<file path="config.mk">
export PLATFORM = sky130hd
export DESIGN_NAME = cpu_debug_panel
export DESIGN_NICKNAME = d
export VERILOG_FILES = /design/src/rtl/dbg_pkg.sv /design/src/rtl/btn_cond.sv /design/src/rtl/seg7_hex.sv /design/src/rtl/cpu_debug_panel.sv
export SDC_FILE = /design/constraint.sdc
export NUM_CORES = 1
export LEC_CHECK = 0
export BUFFER_PORTS_ARGS = -buffer_cell sky130_fd_sc_hd__buf_2
export CAP_MARGIN = 10
export CORE_ASPECT_RATIO = 0.8
export CORE_MARGIN = 3
export CORE_UTILIZATION = 60
export CTS_CLUSTER_SIZE = 24
export DETAILED_ROUTE_END_ITERATION = 6
export PLACE_DENSITY_LB_ADDON = 0.3
export REMOVE_ABC_BUFFERS = 1
export SYNTH_ARGS = -nofsm -noshare
export SYNTH_HDL_FRONTEND = slang
export SYNTH_SLANG_ARGS = --single-unit
</file>
<file path="constraint.sdc">
create_clock -name clk -period 3 [get_ports clk]
set_input_delay 0.15 -clock clk [delete_from_list [all_inputs] [get_ports clk]]
set_output_delay 0.15 -clock clk [all_outputs]
set_load 0.02 [all_outputs]
</file>
<file path="src/rtl/dbg_pkg.sv">
package dbg_pkg;

    typedef enum logic [1:0] {
        VIEW_LIVE  = 2'd0,
        VIEW_BRK   = 2'd1,
        VIEW_WATCH = 2'd2
    } view_e;

    localparam int BTN_STEP  = 0;
    localparam int BTN_MODE  = 1;
    localparam int BTN_DIGIT = 2;
    localparam int BTN_SET   = 3;
    localparam int BTN_COUNT = 4;

    function automatic view_e view_next(view_e v);
        case (v)
            VIEW_LIVE:  return VIEW_BRK;
            VIEW_BRK:   return VIEW_WATCH;
            default:    return VIEW_LIVE;
        endcase
    endfunction

endpackage

</file>
<file path="src/rtl/btn_cond.sv">
module btn_cond #(
    parameter int DB_CYC = 320000
) (
    input  logic clk,
    input  logic rst_n,
    input  logic btn_n,
    output logic press_o
);
    localparam int CNT_W = $clog2(DB_CYC + 1);

    typedef struct packed {
        logic [1:0]       sync;
        logic             stable;
        logic [CNT_W-1:0] cnt;
        logic             press;
    } btn_t;

    btn_t b_d, b_q;

    always_comb begin
        b_d       = b_q;
        b_d.sync  = {b_q.sync[0], btn_n};
        b_d.press = 1'b0;
        if (b_q.sync[1] != b_q.stable) begin
            if (b_q.cnt == CNT_W'(DB_CYC - 1)) begin
                b_d.stable = b_q.sync[1];
                b_d.cnt    = '0;
                b_d.press  = !b_q.sync[1];
            end else begin
                b_d.cnt = b_q.cnt + 1'b1;
            end
        end else begin
            b_d.cnt = '0;
        end
    end

    always_ff @(posedge clk or negedge rst_n) begin
        if (!rst_n) begin
            b_q <= '{sync: 2'b11, stable: 1'b1, cnt: '0, press: 1'b0};
        end else begin
            b_q <= b_d;
        end
    end

    assign press_o = b_q.press;

    AST_PRESS_ONE_CYCLE: assert property (@(posedge clk) disable iff (!rst_n)
        press_o |=> !press_o);

endmodule

</file>
<file path="src/rtl/seg7_hex.sv">
module seg7_hex (
    input  logic [3:0] nib_i,
    input  logic       blank_i,
    output logic [6:0] seg_n_o
);
    logic [6:0] lit;

    always_comb begin
        case (nib_i)
            4'h0: lit = 7'h3F;
            4'h1: lit = 7'h06;
            4'h2: lit = 7'h5B;
            4'h3: lit = 7'h4F;
            4'h4: lit = 7'h66;
            4'h5: lit = 7'h6D;
            4'h6: lit = 7'h7D;
            4'h7: lit = 7'h07;
            4'h8: lit = 7'h7F;
            4'h9: lit = 7'h6F;
            4'hA: lit = 7'h77;
            4'hB: lit = 7'h7C;
            4'hC: lit = 7'h39;
            4'hD: lit = 7'h5E;
            4'hE: lit = 7'h79;
            default: lit = 7'h71;
        endcase
        seg_n_o = blank_i ? 7'h7F : ~lit;
    end

endmodule

</file>
<file path="src/rtl/cpu_debug_panel.sv">
module cpu_debug_panel
    import dbg_pkg::*;
#(
    parameter int ADDR_W    = 16,
    parameter int DB_CYC    = 320000,
    parameter int BLINK_DIV = 24
) (
    input  logic                    clk,
    input  logic                    rst_n,
    input  logic                    cpu_en_i,
    input  logic [ADDR_W-1:0]       addr_i,
    input  logic                    rnw_i,
    input  logic                    sync_i,
    input  logic                    run_i,
    input  logic                    step_n,
    input  logic                    mode_n,
    input  logic                    digit_n,
    input  logic                    set_n,
    output logic [ADDR_W/4*7-1:0]   seg_o,
    output logic                    bp_led_o,
    output logic                    wp_led_o,
    output logic                    cpu_en_o
);
    localparam int NDIG  = ADDR_W / 4;
    localparam int SEL_W = (NDIG > 1) ? $clog2(NDIG) : 1;

    typedef struct packed {
        logic [1:0]           run_sync;
        logic                 run_prev;
        view_e                view;
        logic [SEL_W-1:0]     sel;
        logic [ADDR_W-1:0]    bp_addr;
        logic [ADDR_W-1:0]    wp_addr;
        logic                 bp_en;
        logic                 wp_en;
        logic                 bp_led;
        logic                 wp_led;
        logic                 step_act;
        logic                 step_first;
        logic                 skip;
        logic [BLINK_DIV-1:0] blink_cnt;
        logic                 blink;
    } state_t;

    state_t s_d, s_q;

    // Button conditioning, one instance per button
    logic [BTN_COUNT-1:0] btn_n_vec;
    logic [BTN_COUNT-1:0] press;

    assign btn_n_vec = {set_n, digit_n, mode_n, step_n};

    for (genvar b = 0; b < BTN_COUNT; b++) begin : g_btn
        btn_cond #(.DB_CYC(DB_CYC)) u_btn (
            .clk     (clk),
            .rst_n   (rst_n),
            .btn_n   (btn_n_vec[b]),
            .press_o (press[b])
        );
    end

    // Gating decisions
    logic run_s, hold, bp_hit, wp_hit, step_stop, en;

    always_comb begin
        run_s     = s_q.run_sync[1];
        hold      = !run_s || s_q.bp_led || s_q.wp_led;
        bp_hit    = s_q.bp_en && !hold && !s_q.skip && cpu_en_i && sync_i
                    && (addr_i == s_q.bp_addr);
        wp_hit    = s_q.wp_en && !hold && cpu_en_i && !rnw_i
                    && (addr_i == s_q.wp_addr);
        step_stop = s_q.step_act && !s_q.step_first && cpu_en_i && sync_i;
        if (hold) begin
            en = s_q.step_act && cpu_en_i && !step_stop;
        end else begin
            en = cpu_en_i && !bp_hit;
        end
    end

    // Next-state logic
    always_comb begin
        s_d          = s_q;
        s_d.run_sync = {s_q.run_sync[0], run_i};
        s_d.run_prev = run_s;

        if (hold) begin
            s_d.skip = 1'b1;
        end else if (en && sync_i) begin
            s_d.skip = 1'b0;
        end

        if (run_s && !s_q.run_prev) begin
            s_d.bp_led = 1'b0;
            s_d.wp_led = 1'b0;
        end
        if (bp_hit) begin
            s_d.bp_led = 1'b1;
        end
        if (wp_hit) begin
            s_d.wp_led = 1'b1;
        end

        if (!hold) begin
            s_d.step_act = 1'b0;
        end else if (s_q.step_act) begin
            if (cpu_en_i) begin
                s_d.step_first = 1'b0;
            end
            if (step_stop) begin
                s_d.step_act = 1'b0;
            end
        end else if (press[BTN_STEP]) begin
            s_d.step_act   = 1'b1;
            s_d.step_first = 1'b1;
        end

        s_d.blink_cnt = s_q.blink_cnt + 1'b1;
        if (&s_q.blink_cnt) begin
            s_d.blink = !s_q.blink;
        end

        if (press[BTN_MODE]) begin
            s_d.view = view_next(s_q.view);
            s_d.sel  = '0;
        end else if (s_q.view != VIEW_LIVE) begin
            if (press[BTN_DIGIT]) begin
                s_d.sel = (s_q.sel == SEL_W'(NDIG - 1)) ? '0 : s_q.sel + 1'b1;
            end
            if (press[BTN_SET]) begin
                for (int i = 0; i < NDIG; i++) begin
                    if (s_q.sel == SEL_W'(i)) begin
                        if (s_q.view == VIEW_BRK) begin
                            s_d.bp_addr[i*4 +: 4] = s_q.bp_addr[i*4 +: 4] + 4'd1;
                        end else begin
                            s_d.wp_addr[i*4 +: 4] = s_q.wp_addr[i*4 +: 4] + 4'd1;
                        end
                    end
                end
                if (s_q.view == VIEW_BRK) begin
                    s_d.bp_en = 1'b1;
                end else begin
                    s_d.wp_en = 1'b1;
                end
            end
        end
    end

    always_ff @(posedge clk or negedge rst_n) begin
        if (!rst_n) begin
            s_q <= '{run_sync: 2'b00, run_prev: 1'b0, view: VIEW_LIVE,
                     sel: '0, bp_addr: '0, wp_addr: '0, bp_en: 1'b0,
                     wp_en: 1'b0, bp_led: 1'b0, wp_led: 1'b0,
                     step_act: 1'b0, step_first: 1'b0, skip: 1'b1,
                     blink_cnt: '0, blink: 1'b0};
        end else begin
            s_q <= s_d;
        end
    end

    assign cpu_en_o = en;
    assign bp_led_o = s_q.bp_led;
    assign wp_led_o = s_q.wp_led;

    // Display
    logic [ADDR_W-1:0] shown;

    always_comb begin
        case (s_q.view)
            VIEW_BRK:   shown = s_q.bp_addr;
            VIEW_WATCH: shown = s_q.wp_addr;
            default:    shown = addr_i;
        endcase
    end

    for (genvar g = 0; g < NDIG; g++) begin : g_dig
        logic blank;
        assign blank = (s_q.view != VIEW_LIVE) && (s_q.sel == SEL_W'(g)) && s_q.blink;
        seg7_hex u_hex (
            .nib_i   (shown[g*4 +: 4]),
            .blank_i (blank),
            .seg_n_o (seg_o[g*7 +: 7])
        );
    end

    // Assertions
    AST_EN_NEEDS_IN: assert property (@(posedge clk) disable iff (!rst_n)
        cpu_en_o |-> cpu_en_i);

    AST_HALT_BLOCKS: assert property (@(posedge clk) disable iff (!rst_n)
        (!run_s && !s_q.step_act) |-> !cpu_en_o);

    AST_STEP_ONE_FETCH: assert property (@(posedge clk) disable iff (!rst_n)
        (hold && cpu_en_o && sync_i) |-> s_q.step_first);

    AST_BP_LATCHES: assert property (@(posedge clk) disable iff (!rst_n)
        (cpu_en_i && sync_i && s_q.bp_en && !hold && !s_q.skip
         && addr_i == s_q.bp_addr) |=> bp_led_o);

    AST_WP_LATCHES: assert property (@(posedge clk) disable iff (!rst_n)
        (cpu_en_i && !rnw_i && s_q.wp_en && !hold
         && addr_i == s_q.wp_addr) |=> wp_led_o);

    AST_RESUME_CLEARS: assert property (@(posedge clk) disable iff (!rst_n)
        $rose(run_s) |=> !bp_led_o);

endmodule

</file>
# Yosys cells after proc, flatten, opt, wreduce, memory -nomap -nowiden
# Memories as Yosys holds them, arrays and structs flattened.
# Cells that the tools add are included.
# W data, S select, Z words.
# op_classes
addsub	14
eq_ne	16
n_mux	56
n_bitwise	6
n_reduce_logical	66
# ops
operator	n
$mux W19	8
$add A19 B1 Y19 const B	4
$eq A19 B19 Y1 const B	4
$mux W4	16
$reduce_and A5 Y1	8
$mux W36	1
$mux W34	1
$add A4 B1 Y4 const B	8
$eq A16 B16 Y1	2
$pmux W16 S2	1
$mux W7	4
$not A7 Y7	4
$logic_and A1 B1 Y1	25
$add A24 B1 Y24 const B	1
$reduce_and A24 Y1	1
$mux W1	18
$reduce_bool A2 Y1	7
$logic_not A1 Y1	13
$mux W2	6
$reduce_and A2 Y1	5
$reduce_and A4 Y1	2
$eq A2 B2 Y1 const B	3
$eq A2 B1 Y1 const B	2
$logic_not A2 Y1	2
other kinds (7)	12
# totals
register_bits	163
romBits	448
in_bits	26
elab_cells	199
memories	4
# mem_list
name	depth	width	read_ports	rd_ports_with_merged_regs	wr	line_no	source
(no name shown)	16	7	1	0	0	seg7_hex.sv:9	case (nib_i)
(no name shown)	16	7	1	0	0	seg7_hex.sv:9	
(no name shown)	16	7	1	0	0	seg7_hex.sv:9	
(no name shown)	16	7	1	0	0	seg7_hex.sv:9	

# Longest topological paths before layout
# depth
ltp_word	15
depth_mapped	12
mapped_depth_nobuf	9

# Cells and area by module
# Synthesis repeated with hierarchy kept, for this count alone.
# unflattened
hier_cells	921
area_unflattened_um2	9323.9
# modules_own_cells
module	instances	cells_per_inst	area_each_um2
btn_cond	4	107	1113.6
cpu_debug_panel	1	361	3823.7
seg7_hex	4	33	261.5

# Worst setup path after synthesis
# Ideal clock, no wire load.
# synth_timing
path_type	register to output
startpoint	reg s_q[66] (netlist bit)
endpoint	out seg_o[10]
arrival_ps	2434
path_slack_ps	416
path_stages_with_launch	12
path_cell_list	dfrtp_1 inv_1 ha_1 buf_4 buf_2 buf_2 nor2_1 a21oi_1 ha_1 nand2_1 and4_1 a41oi_1
# synth_via
elab_chain_len	5
# synth_rtl
item	line_no	source
start: declaration	cpu_debug_panel.sv:45	state_t s_d, s_q;
start signal: assignment	cpu_debug_panel.sv:150	s_q <= '{run_sync: 2'b00, run_prev: 1'b0, view: VIEW_LIVE,
$eq A2 B2 Y1 / $eq A2 B1 Y1 (equally long branches)	cpu_debug_panel.sv:168	case (s_q.view)
$pmux W16 S2	cpu_debug_panel.sv:168	
$mem_v2 Z16 W7	--	
$not A7 Y7	seg7_hex.sv:27	seg_n_o = blank_i ? 7'h7F : ~lit;
$mux W7 (*)	seg7_hex.sv:27	
end: declaration	cpu_debug_panel.sv:19	output logic [ADDR_W/4*7-1:0] seg_o,
# Mark *: on every way between the ends. The rest lies on a longest branch, timed or not.

# Worst setup path after layout
# Same ends and word-level chain as after synthesis.

==> flow_metrics.tcl <==
set metrics [dict create \
    status "complete, no violations" \
    startpoint_type "register" \
    final-setup-viol-count 0 \
    antenna_found_initial 0 \
    num_rows 39 \
    drtPass1Iterations 5 \
    dieArea_mm2 0.0164 \
    p_leak_nw 4.60 \
    critPathMaxFanout 29 \
    timing.final.crit_share_pct 95.7 \
    routed_wl_um 18200 \
    skew_ps 13.5 \
    diodes 0 \
    dpl_cell_area_mm2 0.00943 \
    yosys_warnings 0 \
    synth_top_area_share_pct 42.0 \
    nNetsFinal 1052 \
    drc 0 \
    p_per_area_mw_per_mm2 467 \
    track_usage_pct 23.1 \
    preCtsSetupSlack_ps 181 \
    slew_headroom_pct 50.5 \
    drtIter0Drc 370 \
    cts-root-buf "clkbuf_16" \
    clockPowerShare_pct 44.9 \
    finalMaxSlewViolations 0 \
    async_reset_ff_share_pct 100 \
    synth_edf_count 0 \
    drive_above_1_share_pct 15.0 \
    syn2layout_area_growth_pct 13.8 \
    ioPinCount 57 \
    path_common_cell "inv_1" \
    dp_hpwl_um 12500 \
    syn_inst 903 \
    p_int_mw 3.64 \
    port_buffers 56 \
    h-tree-depth 4 \
    core_mm2 0.0144 \
    crit_required_ps 2850 \
    utilization_pct 70.5 \
    p_sw_share_pct 23.5 \
    clk_pin_slew_ps 60 \
    p_sw_mw 1.12 \
    hold_viol_final 0 \
    synth_ff_type "dfrtp_1" \
    place_congestion 0.916 \
    synth_top_area_cell "dfrtp_1" \
    synth_seq_cells 163 \
    setup_ws_ps 130 \
    routedWlPerCell_um 15.5 \
    crit_family "buffers and inverters" \
    grt_pass1_wl_um 31000 \
    yosysMostFrequentCell "dfrtp_1" \
    clockBufferDepth 2 \
    sequentialPowerShare_pct 47.2 \
    ir_drop_v 0.000382 \
    seq_area_frac_synth_pct 45.8 \
    synth_common_cells "dfrtp_1, nor2_1, xnor2_1, nand2_1, xor2_1" \
    syn_area_per_cell_um2 9.91 \
    die_w_um 143 \
    clk_latency_ps 420 \
    crit_buf_inv 5 \
    viasPerCell 5.75 \
    grt_max_degree 85 \
    cts_made_buffers 17 \
    yosysUniqueCellTypes 56 \
    worst_path_largest_cell_delay_ps 380 \
    first_global_vias 6653 \
    synth_area_mm2 0.00895 \
    path_class "register to output port" \
    numClockSinks 163 \
    tightest_slew_ps 742 \
    stdcell_area_mm2 0.0102 \
    cts_tree "done" \
    fin_crit_ps 2870 \
    start_util_pct 61.9 \
    drtAntennaViolNets 0 \
    drv_cap 0 \
    hp-class "primary input to register" \
    ys_top_cells_by_area "dfrtp_1, xnor2_1, ha_1" \
    p_comb_share_pct 7.9 \
    p_total_mw 4.75 \
    fp.dieH_um 115 \
    end_kind "output port" \
    grt-ovfl-total 0 \
    max_freq_mhz 348 \
    vias 6778 \
    arrival_ps 2720 \
    crit_path_cell_trace "inv_1, ha_4, buf_12, nor2_1, a21oi_1, buf_4, inv_1, ha_2, nand2_1, and4_1, a41oi_1, buf_2" \
    slowest_stage "dfrtp_1" \
]
cells in the final DEF (no fill, tap or decap), types with 10 or more instances in the layout:
cell	netlist	final
dfstp_2	13	13
buf_4	4	16
inv_1	24	23
nor2_1	128	128
buf_2	8	55
nand2_1	79	79
and3_1	14	14
a21oi_1	35	34
nand3_1	53	53
o221ai_1	16	16
a22oi_1	14	14
nand2b_1	12	12
nor3_1	10	10
mux2_2	12	12
clkbuf_16	0	17
xnor2_1	89	89
nand4_1	29	29
dfrtp_1	150	150
ha_1	45	39
xor2_1	59	59
flip-flops by register name (all words and copies together), names as in the netlist:
signal,count
g_btn.u_btn.b_q,84
s_q,67
g_btn.u_btn.b_d,4
g_btn.u_btn.press_o,4
bp_led_o,1
run_s,1
s_d,1
wp_led_o,1
layer usage:
| layer | track usage, % | part of all wire (%) |
|---|---|---|
| met5 | 0 | 0 |
| met4 | 7.73 | 1.6 |
| met1 | 33.7 | 48 |
| met3 | 4.16 | 4.6 |
| met2 | 35.3 | 46 |
power groups by stage:
| stage | sequential [mW] | combinational [mW] | clock [mW] |
|---|---|---|---|
| 2_1_floorplan | 2.28 | 0.213 | 0 |
| 3_3_place_gp | 2.28 | 0.360 | 0 |
| 3_5_place_dp | 2.28 | 0.364 | 0 |
| 4_1_cts | 2.24 | 0.374 | 2.17 |
| 5_1_grt | 2.25 | 0.421 | 2.26 |
| 6_report | 2.24 | 0.376 | 2.13 |
kinds of logic after synthesis:
| family | share of synthesized area [%] |
|---|---|
| buffers and inverters | 2.53 |
| and+or+nand+nor | 21.0 |
| adders and majority gates | 6.29 |
| xor gates and xnor gates | 14.5 |
| muxes | 2.31 |
| AOI/OAI and AO/OA | 7.59 |
| DFF | 45.8 |
final timing paths:
check | from | to | slack (ps) | depth (start not counted)
min in group asynchronous | rst_n | g_btn[0].u_btn.b_q[12] | 320 | 2
hold reg to reg | g_btn[0].u_btn.b_d[22] | g_btn[0].u_btn.b_q[22] | 360 | 0
max in group asynchronous | rst_n | s_q[25] | 1840 | 3
hold / removal | cpu_en_i | s_q[26] | 60 | 3
setup reg to reg | g_btn[0].u_btn.b_q[1] | g_btn[0].u_btn.b_q[15] | 720 | 6
setup / recovery | s_q[66] | seg_o[10] | 130 | 12
repair_timing:
item | CTS | global route
setup buffers | 0 | 4
gates cloned | 0 | 0
gates resized for setup | 5 | 11
endpoints found under the hold margin | 79 | 0
hold buffers | 6 | 0
setup endpoints to repair | 27 | 20
through the flow:
stage | hold slack, ps | setup TNS, ps | cells
after floorplan | -146 | 0 | 883
after global placement | 232 | 0 | 1136
after detailed placement | 237 | 0 | 1136
after CTS | 32.3 | 0 | 1174
after global routing | 81.2 | -11.4 | 1178
final | 55.0 | 0 | 1178
cell type report:
| class | count | area, um^2 |
|---|---|---|
| Tap cell | 184 | 230 |
| Clock inverter | 11 | 129 |
| Fill cell | 1064 | 4270 |
| Clock buffer | 21 | 460 |
| Sequential cell | 163 | 4100 |
| Timing Repair Buffer | 79 | 487 |
| Inverter | 24 | 90.1 |
| Multi-Input combinational cell | 696 | 4690 |
worst min-delay path, delay by kind of cell:
family / cells / cell delay (ps)
simple gates: 1 / 60
compound gates: 1 / 100
buf+inv: 1 / 130
(Power assumes the default switching activity.)
